--- config.mk ---
export PLATFORM = sky130hd
export DESIGN_NAME = softvol_ctrl
export DESIGN_NICKNAME = d
export VERILOG_FILES = /design/src/rtl/svc_pkg.sv /design/src/rtl/svc_pace.sv /design/src/rtl/svc_zdet.sv /design/src/rtl/svc_chan.sv /design/src/rtl/softvol_ctrl.sv
export SDC_FILE = /design/constraint.sdc
export NUM_CORES = 1
export LEC_CHECK = 0
export BUFFER_PORTS_ARGS = -buffer_cell sky130_fd_sc_hd__buf_2
export CAP_MARGIN = 5
export CORE_MARGIN = 1.5
export CORE_UTILIZATION = 52
export DETAILED_ROUTE_END_ITERATION = 8
export GPL_TIMING_DRIVEN = 0
export PLACE_DENSITY = 0.86
export SETUP_SLACK_MARGIN = 0.1
export SLEW_MARGIN = 10
export SYNTH_ARGS = -nofsm -noshare
export SYNTH_HDL_FRONTEND = slang
export SYNTH_HIERARCHICAL = 1
export SYNTH_SLANG_ARGS = --single-unit
--- constraint.sdc ---
create_clock -name clk -period 4.3 [get_ports clk]
set_input_delay 1.075 -clock clk [delete_from_list [all_inputs] [get_ports clk]]
set_output_delay 1.075 -clock clk [all_outputs]
set_load 0.02 [all_outputs]
--- src/rtl/svc_pkg.sv ---
package svc_pkg;

    typedef enum logic [1:0] {
        ST_IDLE    = 2'd0,
        ST_RAMP    = 2'd1,
        ST_WAIT_ZC = 2'd2
    } chan_st_t;

    // frame strobes per 0.5 dB step for each pace code
    function automatic logic [5:0] frames_per_step(input logic [1:0] code);
        logic [5:0] n;
        unique case (code)
            2'd0: n = 6'd8;
            2'd1: n = 6'd4;
            2'd2: n = 6'd16;
            default: n = 6'd32;
        endcase
        return n;
    endfunction

endpackage

--- src/rtl/svc_pace.sv ---
module svc_pace
    import svc_pkg::*;
(
    input  logic       clk,
    input  logic       rst_n,
    input  logic       clr,
    input  logic       adv,
    input  logic [1:0] rate,
    output logic       tick
);
    logic [5:0] cnt;
    logic [5:0] last;

    assign last = frames_per_step(rate) - 6'd1;
    assign tick = adv && (cnt >= last);

    always_ff @(posedge clk or negedge rst_n) begin
        if (!rst_n)
            cnt <= '0;
        else if (clr || tick)
            cnt <= '0;
        else if (adv)
            cnt <= cnt + 6'd1;
    end
endmodule

--- src/rtl/svc_zdet.sv ---
module svc_zdet #(
    parameter int SAMP_W   = 16,
    parameter int ZRUN_LEN = 512
) (
    input  logic              clk,
    input  logic              rst_n,
    input  logic              stb,
    input  logic [SAMP_W-1:0] smp,
    input  logic              auto_off,
    output logic              zc,
    output logic              auto_mute
);
    localparam int CNT_W = $clog2(ZRUN_LEN + 1);
    localparam logic [CNT_W-1:0] RUN_MAX = CNT_W'(ZRUN_LEN);

    logic [CNT_W-1:0] run_cnt;
    logic             prev_neg;
    logic             is_zero;

    assign is_zero   = (smp == '0);
    assign zc        = is_zero || (smp[SAMP_W-1] != prev_neg);
    assign auto_mute = !auto_off && (run_cnt == RUN_MAX);

    always_ff @(posedge clk or negedge rst_n) begin
        if (!rst_n) begin
            run_cnt  <= '0;
            prev_neg <= 1'b0;
        end else if (stb) begin
            prev_neg <= smp[SAMP_W-1];
            if (!is_zero)
                run_cnt <= '0;
            else if (run_cnt != RUN_MAX)
                run_cnt <= run_cnt + CNT_W'(1);
        end
    end
endmodule

--- src/rtl/svc_chan.sv ---
module svc_chan
    import svc_pkg::*;
#(
    parameter int ATT_W = 8
) (
    input  logic             clk,
    input  logic             rst_n,
    input  logic             stb,
    input  logic             zc,
    input  logic             zc_mode,
    input  logic [1:0]       rate,
    input  logic [ATT_W-1:0] target,
    input  logic             force_mute,
    input  logic             pd,
    output logic [ATT_W-1:0] att
);
    localparam logic [ATT_W-1:0] MUTE_CODE = '1;

    chan_st_t         state, nxt;
    logic [ATT_W-1:0] goal;
    logic             at_goal;
    logic             tick;
    logic             jump;

    assign goal    = (pd || force_mute) ? MUTE_CODE : target;
    assign at_goal = (att == goal);
    assign jump    = zc_mode && stb && zc;

    svc_pace u_pace (
        .clk   (clk),
        .rst_n (rst_n),
        .clr   (state != ST_RAMP),
        .adv   (stb && (state == ST_RAMP) && !zc_mode),
        .rate  (rate),
        .tick  (tick)
    );

    always_comb begin
        nxt = state;
        unique case (state)
            ST_IDLE:
                if (!pd && !at_goal)
                    nxt = zc_mode ? ST_WAIT_ZC : ST_RAMP;
            ST_RAMP:
                if (pd || at_goal)
                    nxt = ST_IDLE;
                else if (zc_mode)
                    nxt = ST_WAIT_ZC;
            ST_WAIT_ZC:
                if (pd || at_goal || jump)
                    nxt = ST_IDLE;
                else if (!zc_mode)
                    nxt = ST_RAMP;
            default:
                nxt = ST_IDLE;
        endcase
    end

    always_ff @(posedge clk or negedge rst_n) begin
        if (!rst_n)
            state <= ST_IDLE;
        else
            state <= nxt;
    end

    always_ff @(posedge clk or negedge rst_n) begin
        if (!rst_n) begin
            att <= '0;
        end else if (pd) begin
            att <= MUTE_CODE;
        end else begin
            unique case (state)
                ST_RAMP:
                    if (tick && !at_goal)
                        att <= (att < goal) ? att + ATT_W'(1) : att - ATT_W'(1);
                ST_WAIT_ZC:
                    if (jump)
                        att <= goal;
                default: ;
            endcase
        end
    end
endmodule

--- src/rtl/softvol_ctrl.sv ---
module softvol_ctrl #(
    parameter int ATT_W    = 8,
    parameter int SAMP_W   = 16,
    parameter int ZRUN_LEN = 512
) (
    input  logic              clk,
    input  logic              rst_n,
    input  logic              frame_stb,
    input  logic [SAMP_W-1:0] smp_l,
    input  logic [SAMP_W-1:0] smp_r,
    input  logic [ATT_W-1:0]  tgt_att_l,
    input  logic [ATT_W-1:0]  tgt_att_r,
    input  logic              mute_l,
    input  logic              mute_r,
    input  logic              pwr_down,
    input  logic              zc_mode,
    input  logic              no_auto_mute,
    input  logic [1:0]        rate_sel,
    output logic [ATT_W-1:0]  att_l,
    output logic [ATT_W-1:0]  att_r
);
    localparam int NCH = 2;

    logic [NCH-1:0][SAMP_W-1:0] smp;
    logic [NCH-1:0][ATT_W-1:0]  tgt;
    logic [NCH-1:0][ATT_W-1:0]  att;
    logic [NCH-1:0]             mute_in;

    assign smp     = {smp_r, smp_l};
    assign tgt     = {tgt_att_r, tgt_att_l};
    assign mute_in = {mute_r, mute_l};
    assign att_l   = att[0];
    assign att_r   = att[1];

    for (genvar ch = 0; ch < NCH; ch++) begin : g_ch
        logic zc;
        logic auto_mute;

        svc_zdet #(.SAMP_W(SAMP_W), .ZRUN_LEN(ZRUN_LEN)) u_zdet (
            .clk       (clk),
            .rst_n     (rst_n),
            .stb       (frame_stb),
            .smp       (smp[ch]),
            .auto_off  (no_auto_mute),
            .zc        (zc),
            .auto_mute (auto_mute)
        );

        svc_chan #(.ATT_W(ATT_W)) u_chan (
            .clk        (clk),
            .rst_n      (rst_n),
            .stb        (frame_stb),
            .zc         (zc),
            .zc_mode    (zc_mode),
            .rate       (rate_sel),
            .target     (tgt[ch]),
            .force_mute (mute_in[ch] || auto_mute),
            .pd         (pwr_down),
            .att        (att[ch])
        );
    end
endmodule

==> impl_metrics.env, run 1 <==
export IMPL_outcome="finished clean"
export IMPL_wl_per_cell_um=16.7
export IMPL_mostFrequentLayoutCells="75 x buf_2, 53 x nor2_1, 51 x dfrtp_1"
export IMPL_synth_area_top_cells="dfrtp_1 30%, ha_1 12%, nor2_1 4.8%, a21oi_1 4.0%, nor3_1 3.5%"
export IMPL_drive_gt1_share_pct=31.1
export IMPL_finalCriticalPeriod_ns=4.19
export IMPL_clock_path_buffers=2
export IMPL_fin_area_um2=5520
export IMPL_worstPathArrival_ns=4.43
export IMPL_grt_max_degree=55
export IMPL_switching_share_pct=41.6
export IMPL_grt_pass1_wl_um=18000
export IMPL_yosys_warnings=6
export IMPL_vias=4377
export IMPL_insertion_delay_ns=0.31
export IMPL_synthCells=499
export IMPL_cts_root_buffer="clkbuf_8"
export IMPL_worstHoldPathType="flip-flop to flip-flop"
export IMPL_synth_area_um2=4460
export IMPL_finalNetCount=702
export IMPL_ir_worst_vdd_mv=0.195
export IMPL_io_buffers=73
export IMPL_syn_area_per_cell_um2=8.94
export IMPL_period_share_pct=97.3
export IMPL_internal_power_mw=1.60
export IMPL_hold_buffers=0
export IMPL_cp_common_cell="or2_4"
export IMPL_initial_core_util_pct=54.0
export IMPL_hold_ws_ns=0.525
export IMPL_worst_pin_slew_ns=0.696
export IMPL_maxCapViolCount=0
export IMPL_gr_total_overflow=0
export IMPL_p_leak_nw=2.32
export IMPL_drc=0
export IMPL_ant_nets=0
export IMPL_ys_types=64
export IMPL_grt_pass1_vias=4094
export IMPL_fmax_mhz=239
export IMPL_dpl_worst_slack_ns=-0.413
export IMPL_dieHeight_um=95.6
export IMPL_power_share_clock_pct=15.2
export IMPL_die_width_um=95.6
export IMPL_crit_type="input port to flip-flop"
export IMPL_post_dp_cell_area_um2=5080
export IMPL_path_max_fanout=7
export IMPL_ys_seq_area_share_pct=30.3
export IMPL_ioPinCount=74
export IMPL_final_hold_violation_count=0
export IMPL_crit_chain="buf_6, nor2_2, or2_4, or2_4, buf_6, nor2_4, ha_1, nor2b_1, o21bai_1, a211oi_2, or2_4, ha_1, o21ai_1, nor3_2, a211oi_2, or3_1, a21oi_1, nand3b_1"
export IMPL_worst_slack_ns=0.114
export IMPL_first_iter_violations=309
export IMPL_fp_dieArea_um2=9150
export IMPL_diodes=0
export IMPL_crit_path_max_incr_delay_ns=0.40
export IMPL_power_switching_mw=1.14
export IMPL_synth_top_cell_area_share_pct=30.3
export IMPL_core_area_um2=8260
export IMPL_first_pass_iters=5
export IMPL_avgViaCountPerCell=6.20
export IMPL_clk_pin_slew_worst_paths_ns=0.09
export IMPL_grt_setup_unrepaired="true"
export IMPL_dr_max_layer_used="met4"
export IMPL_finalWirelength_um=11800
export IMPL_globalplace_congestion=0.875
export IMPL_worstPathRequired_ns=4.55
export IMPL_p_per_area_nw_per_um2=495
export IMPL_dpl_hpwl_um=8000
export IMPL_wl_met1_um=5040
export IMPL_antenna_found_initial=0
export IMPL_synth_top_area_cell="dfrtp_1"
export IMPL_rows=33
export IMPL_start_kind="input port"
export IMPL_cts_tree="built"
export IMPL_fin_skew_ns=0.0111
export IMPL_maxSlewViolCount=0
export IMPL_nFillCells=640
export IMPL_relSlewSlack_pct=53.6
export IMPL_htree_levels=2
export IMPL_cpMaxStageDelayCell="or3_1"
export IMPL_cts_buffers=5
export IMPL_p_comb_share_pct=60.3
export IMPL_finalSetupViolCount=0
export IMPL_final_common_cell="buf_2"
export IMPL_syn_nets=601
export IMPL_synth_seq_cells=54
export IMPL_wl_met3_um=683
export IMPL_wl_met2_um=5740
export IMPL_end_kind="flip-flop"
export IMPL_area_growth_pct=23.7
export IMPL_seqPwrFrac_pct=24.4
export IMPL_track_usage_pct=24.6
export IMPL_clkSinkCount=54
area by class of cell:
type                       count  area, µm²  share of cell area, %
clock inverter                 2       60.1                   1.09
multi-input combinational    407       3140                   57.0
sequential                    54       1360                   24.6
timing repair buffer          94        529                   9.59
buffer                        14        125                   2.27
clock buffer                   6       82.6                   1.50
inverter                      24       90.1                   1.63
tap                          105        131                   2.38
routing by layer:
layer / global-route usage (%) / up-vias
met5: 0 / -
met4: 8.46 / 0
met3: 2.71 / 40
met2: 42.3 / 184
met1: 32.1 / 2078
li1: - / 2075
critical path, delay by kind of cell:
family / cells / cell delay, ns
AOI/OAI and AO/OA: 5 / 0.69
adders and majority gates: 2 / 0.61
and+or+nand+nor: 9 / 1.85
buffers and inverters: 2 / 0.21
kinds of logic after synthesis:
kind of cell,synth area share (%)
fa+ha+maj,12.7
simple gates,22.5
xor+xnor,3.34
mux,2.22
buf+inv,4.74
other cells,0.168
flops,30.3
compound gates,24.1
timing repair:
action                     CTS  global route
gates resized for setup     10            25
pin swaps                   10            15
setup endpoints to repair   10             7
gates cloned                 0             2
setup buffers                8            12
state kept, by name, indices dropped and copies added, names as in the netlist:
name / flops
g_ch.u_zdet/run_cnt: 20
g_ch.u_chan/u_pace/cnt: 12
g_ch.u_zdet/prev_neg: 2
g_ch.u_chan/state: 4
g_ch.u_chan/att: 16
worst paths after layout:
path / startpoint / endpoint / slack [ns] / depth (start not counted)
hold reg to reg: g_ch[1].u_chan/state[1]$_DFFE_PN0P_ / g_ch[1].u_chan/state[0]$_DFFE_PN0P_ / 0.52 / 1
max in group asynchronous: rst_n / g_ch[1].u_zdet/run_cnt[6]$_DFFE_PN0P_ / 3.01 / 1
setup / recovery: no_auto_mute / g_ch[1].u_chan/att[7]$_DFFE_PN0P_ / 0.11 / 18
setup reg to reg: g_ch[1].u_zdet/run_cnt[7]$_DFFE_PN0P_ / g_ch[1].u_chan/att[7]$_DFFE_PN0P_ / 0.16 / 19
hold / removal: g_ch[1].u_chan/state[1]$_DFFE_PN0P_ / g_ch[1].u_chan/state[0]$_DFFE_PN0P_ / 0.52 / 1
min in group asynchronous: rst_n / g_ch[0].u_zdet/run_cnt[1]$_DFFE_PN0P_ / 0.80 / 1
through the flow:
| stage | instances | TNS (ns) | power (mW) | utilization, % |
|---|---|---|---|---|
| floorplan | 499 | -0.0248 | 1.78 | - |
| global placement | 677 | -1.85 | 2.05 | 61.5 |
| detailed placement | 677 | -2.17 | 2.12 | 61.5 |
| CTS | 692 | 0 | 2.58 | 64.2 |
| global route | 706 | 0 | 2.92 | 66.8 |
| finish | 706 | 0 | 2.73 | 66.8 |
cell usage after synthesis (all sizes together):
cell and n:
a22o 4, buf 10, o22ai 8, nor3b 2, nand3 19, o21ai 27, o21bai 6, o2bb2ai 8
o211ai 5, conb 2, a31oi 3, nor4b 2, xor2 7, ha 42, inv 24, and4 4
a41oi 2, or2 5, a21oi 38, nand4 11, mux2i 5, o31a 1, or4 5, or3 8
o31ai 5, nor3 31, nor4 9, nand2 21, a2111oi 2, o41ai 2, fa 2, a21o 16
xnor2 10, nand2b 4, nand3b 1, dfrtp 54, clkbuf 5, a211o 2, nor2b 5, a211oi 9
nor2 58, o2111ai 6, a21boi 3, mux2 4, o21a 2
power by group through the flow:
stage | sequential [mW] | clock, mW | combinational, mW
2_1_floorplan | 0.716 | 0 | 1.07
3_3_place_gp | 0.666 | 0 | 1.38
3_5_place_dp | 0.670 | 0 | 1.45
4_1_cts | 0.660 | 0.423 | 1.50
5_1_grt | 0.676 | 0.450 | 1.79
6_report | 0.668 | 0.417 | 1.65
Note: power is estimated with default switching activity, not from simulation.
==> run 2, diff against run 1 <==
--- a/config.mk
+++ b/config.mk
@@ -10,8 +10,8 @@
 export CORE_MARGIN = 1.5
 export CORE_UTILIZATION = 52
 export DETAILED_ROUTE_END_ITERATION = 8
-export GPL_TIMING_DRIVEN = 0
 export PLACE_DENSITY = 0.86
+export REMOVE_ABC_BUFFERS = 1
 export SETUP_SLACK_MARGIN = 0.1
 export SLEW_MARGIN = 10
 export SYNTH_ARGS = -nofsm -noshare
==> run 2 against run 1 <==
Clock-buffer cell count down 1. First-iteration DRC count shrank 20%. Combinational power rose by 18%. Sequential share of layout area down 0.18 points. Core utilization increased by 0.44 points. Wire length grew 1.7%. Critical endpoint is now g_ch[1].u_chan/att[4]$_DFFE_PN0P_. Largest power group unchanged.
==> impl_metrics.env, run 2 (synthesis gave the netlist of run 1 again) <==
export IMPL_wl_per_cell_um=16.6
export IMPL_gr_total_overflow=0
export IMPL_power_share_clock_pct=9.9
export IMPL_crit_path_max_incr_delay_ns=0.41
export IMPL_finalNetCount=718
export IMPL_cts_root_buffer="clkbuf_8"
export IMPL_clock_path_buffers=2
export IMPL_worstHoldPathType="flip-flop to flip-flop"
export IMPL_seqCellArea_um2=1350
export IMPL_use_met3_pct=3.19
export IMPL_diodes=0
export IMPL_period_share_pct=97.8
export IMPL_fmax_mhz=238
export IMPL_avgViaCountPerCell=6.14
export IMPL_reg2regPathDepth=19
export IMPL_worstPathRequired_ns=4.55
export IMPL_mostFrequentLayoutCells="73 x buf_2, 52 x dfrtp_1, 51 x nor2_1"
export IMPL_critPathLaunch="no_auto_mute"
export IMPL_p_per_area_nw_per_um2=523
export IMPL_finalWirelength_um=12000
export IMPL_met2_usage_pct=43.3
export IMPL_clkSinkCount=54
export IMPL_dp_cells=706
export IMPL_final_hold_violation_count=0
export IMPL_top_regs="g_ch.u_zdet/run_cnt (20), g_ch.u_chan/att (16), g_ch.u_chan/u_pace/cnt (12)"
export IMPL_first_pass_iters=6
export IMPL_end_kind="flip-flop"
export IMPL_p_leak_nw=2.37
export IMPL_grt_pass1_vias=4063
export IMPL_drc=0
export IMPL_fin_skew_ns=0.0102
export IMPL_final_common_cell="buf_2"
export IMPL_grt_setup_unrepaired="true"
export IMPL_largest_register="g_ch.u_zdet/run_cnt"
export IMPL_grt_pass1_wl_um=18000
export IMPL_maxSlewViolCount=0
export IMPL_outcome="finished clean"
export IMPL_first_iter_violations=248
export IMPL_crit_type="input port to flip-flop"
export IMPL_hold_buffers=0
export IMPL_p_comb_share_pct=67.1
export IMPL_htree_levels=2
export IMPL_drive_gt1_share_pct=33.1
export IMPL_power_switching_mw=1.25
export IMPL_crit_chain="buf_2, buf_4, nor2_2, or2_1, or2_4, nor2_1, ha_1, a211oi_1, a211oi_2, or2_4, fa_1, a21o_1, a21o_1, buf_4, xnor2_1, a21oi_1, nor2_1, a21oi_1"
export IMPL_worstHoldEndpoint="g_ch[0].u_chan/state[0]$_DFFE_PN0P_"
export IMPL_clk_pin_slew_worst_paths_ns=0.10
export IMPL_rows=33
export IMPL_worstHoldPathCells=1
export IMPL_die_width_um=95.6
export IMPL_start_kind="input port"
export IMPL_r2r_start="g_ch[1].u_zdet/run_cnt[0]$_DFFE_PN0P_"
export IMPL_worstPathArrival_ns=4.46
export IMPL_antenna_found_initial=0
export IMPL_globalplace_congestion=0.881
export IMPL_cpMaxStageDelayCell="fa_1"
export IMPL_grt_max_degree=32
export IMPL_io_buffers=73
export IMPL_crit_family="compound AO/OA/AOI/OAI gates"
export IMPL_worst_pin_slew_ns=0.751
export IMPL_vias=4436
export IMPL_dieHeight_um=95.6
export IMPL_area_growth_pct=24.5
export IMPL_maxCapViolCount=0
export IMPL_hp_start="g_ch[0].u_chan/state[1]$_DFFE_PN0P_"
export IMPL_cts_tree="built"
export IMPL_regToRegSetupSlack_ns=0.14
export IMPL_finalCriticalPeriod_ns=4.21
export IMPL_nFillCells=604
export IMPL_fin_cells=722
export IMPL_ir_worst_vdd_mv=0.220
export IMPL_internal_power_mw=1.65
export IMPL_timing_rr_end="g_ch[1].u_chan/att[4]$_DFFE_PN0P_"
export IMPL_finalSetupViolCount=0
export IMPL_ioPinCount=74
export IMPL_seqPwrFrac_pct=23.0
export IMPL_met1_usage_pct=31.1
export IMPL_insertion_delay_ns=0.32
export IMPL_switching_share_pct=43.2
export IMPL_fp_dieArea_um2=9150
export IMPL_fin_tns_setup_ns=0
export IMPL_ant_nets=0
export IMPL_crit_buf_inv=3
export IMPL_path_max_fanout=6
export IMPL_multi_input_area_um2=3120
export IMPL_cts_buffers=5
export IMPL_relSlewSlack_pct=49.8
export IMPL_initial_core_util_pct=54.0
export IMPL_dpl_hpwl_um=8400
export IMPL_core_area_um2=8260
export IMPL_largest_reg_flops=20
export IMPL_track_usage_pct=24.6
export IMPL_busiest_layer="met2"
## run 2: worst max-delay path by stage
stage                                              to  slack (ns)  depth (start not counted)
floorplan           g_ch[0].u_chan/att[7]$_DFFE_PN0P_       -0.16                         16
global placement    g_ch[0].u_chan/att[7]$_DFFE_PN0P_       -0.28                         17
detailed placement  g_ch[0].u_chan/att[7]$_DFFE_PN0P_       -0.45                         17
CTS                 g_ch[0].u_chan/att[7]$_DFFE_PN0P_        0.12                         18
global route        g_ch[0].u_chan/att[7]$_DFFE_PN0P_       -0.04                         19
finish              g_ch[1].u_chan/att[4]$_DFFE_PN0P_        0.09                         18
## run 2: power by group through the flow
stage                     logic, mW  clock network [mW]  registers, mW
after detailed placement       1.60                   0          0.661
after CTS                      1.66               0.293          0.653
final                          1.95               0.288          0.669
after global routing           2.10               0.320          0.677
after global placement         1.53                   0          0.656
after floorplan               0.973                   0          0.704
## run 2: area by class of cell
type	instances	share of cell area (%)
inverter	24	1.62
tap	105	2.37
sequential	54	24.4
clock buffer	5	1.24
clock inverter	3	0.383
multi-input combinational	406	56.2
timing repair buffer	125	13.8
## run 2: per-stage QoR
stage / util [%] / hold WS [ns] / total power, mW / setup WS [ns] / area [µm²]
floorplan: - / 0.460 / 1.68 / -0.162 / 4340
global placement: 62.6 / 0.489 / 2.18 / -0.284 / 5170
detailed placement: 62.6 / 0.497 / 2.26 / -0.451 / 5170
CTS: 64.4 / 0.510 / 2.61 / 0.116 / 5320
global route: 67.3 / 0.542 / 3.10 / -0.0428 / 5550
finish: 67.3 / 0.513 / 2.91 / 0.0942 / 5550
## run 2: repair_timing
action                     4_1_cts  5_1_grt
setup endpoints to repair        5        9
gates cloned                     0        0
gates resized for setup         11       32
buffers inserted                 2        6
pin swaps                        4       28
## run 2: metal layers
| layer | vias to the layer above | share of wire (%) |
|---|---|---|
| li1 | 2101 | - |
| met1 | 2135 | 41 |
| met2 | 161 | 51 |
| met3 | 39 | 4.8 |
| met4 | 0 | 2.8 |
| met5 | - | 0 |
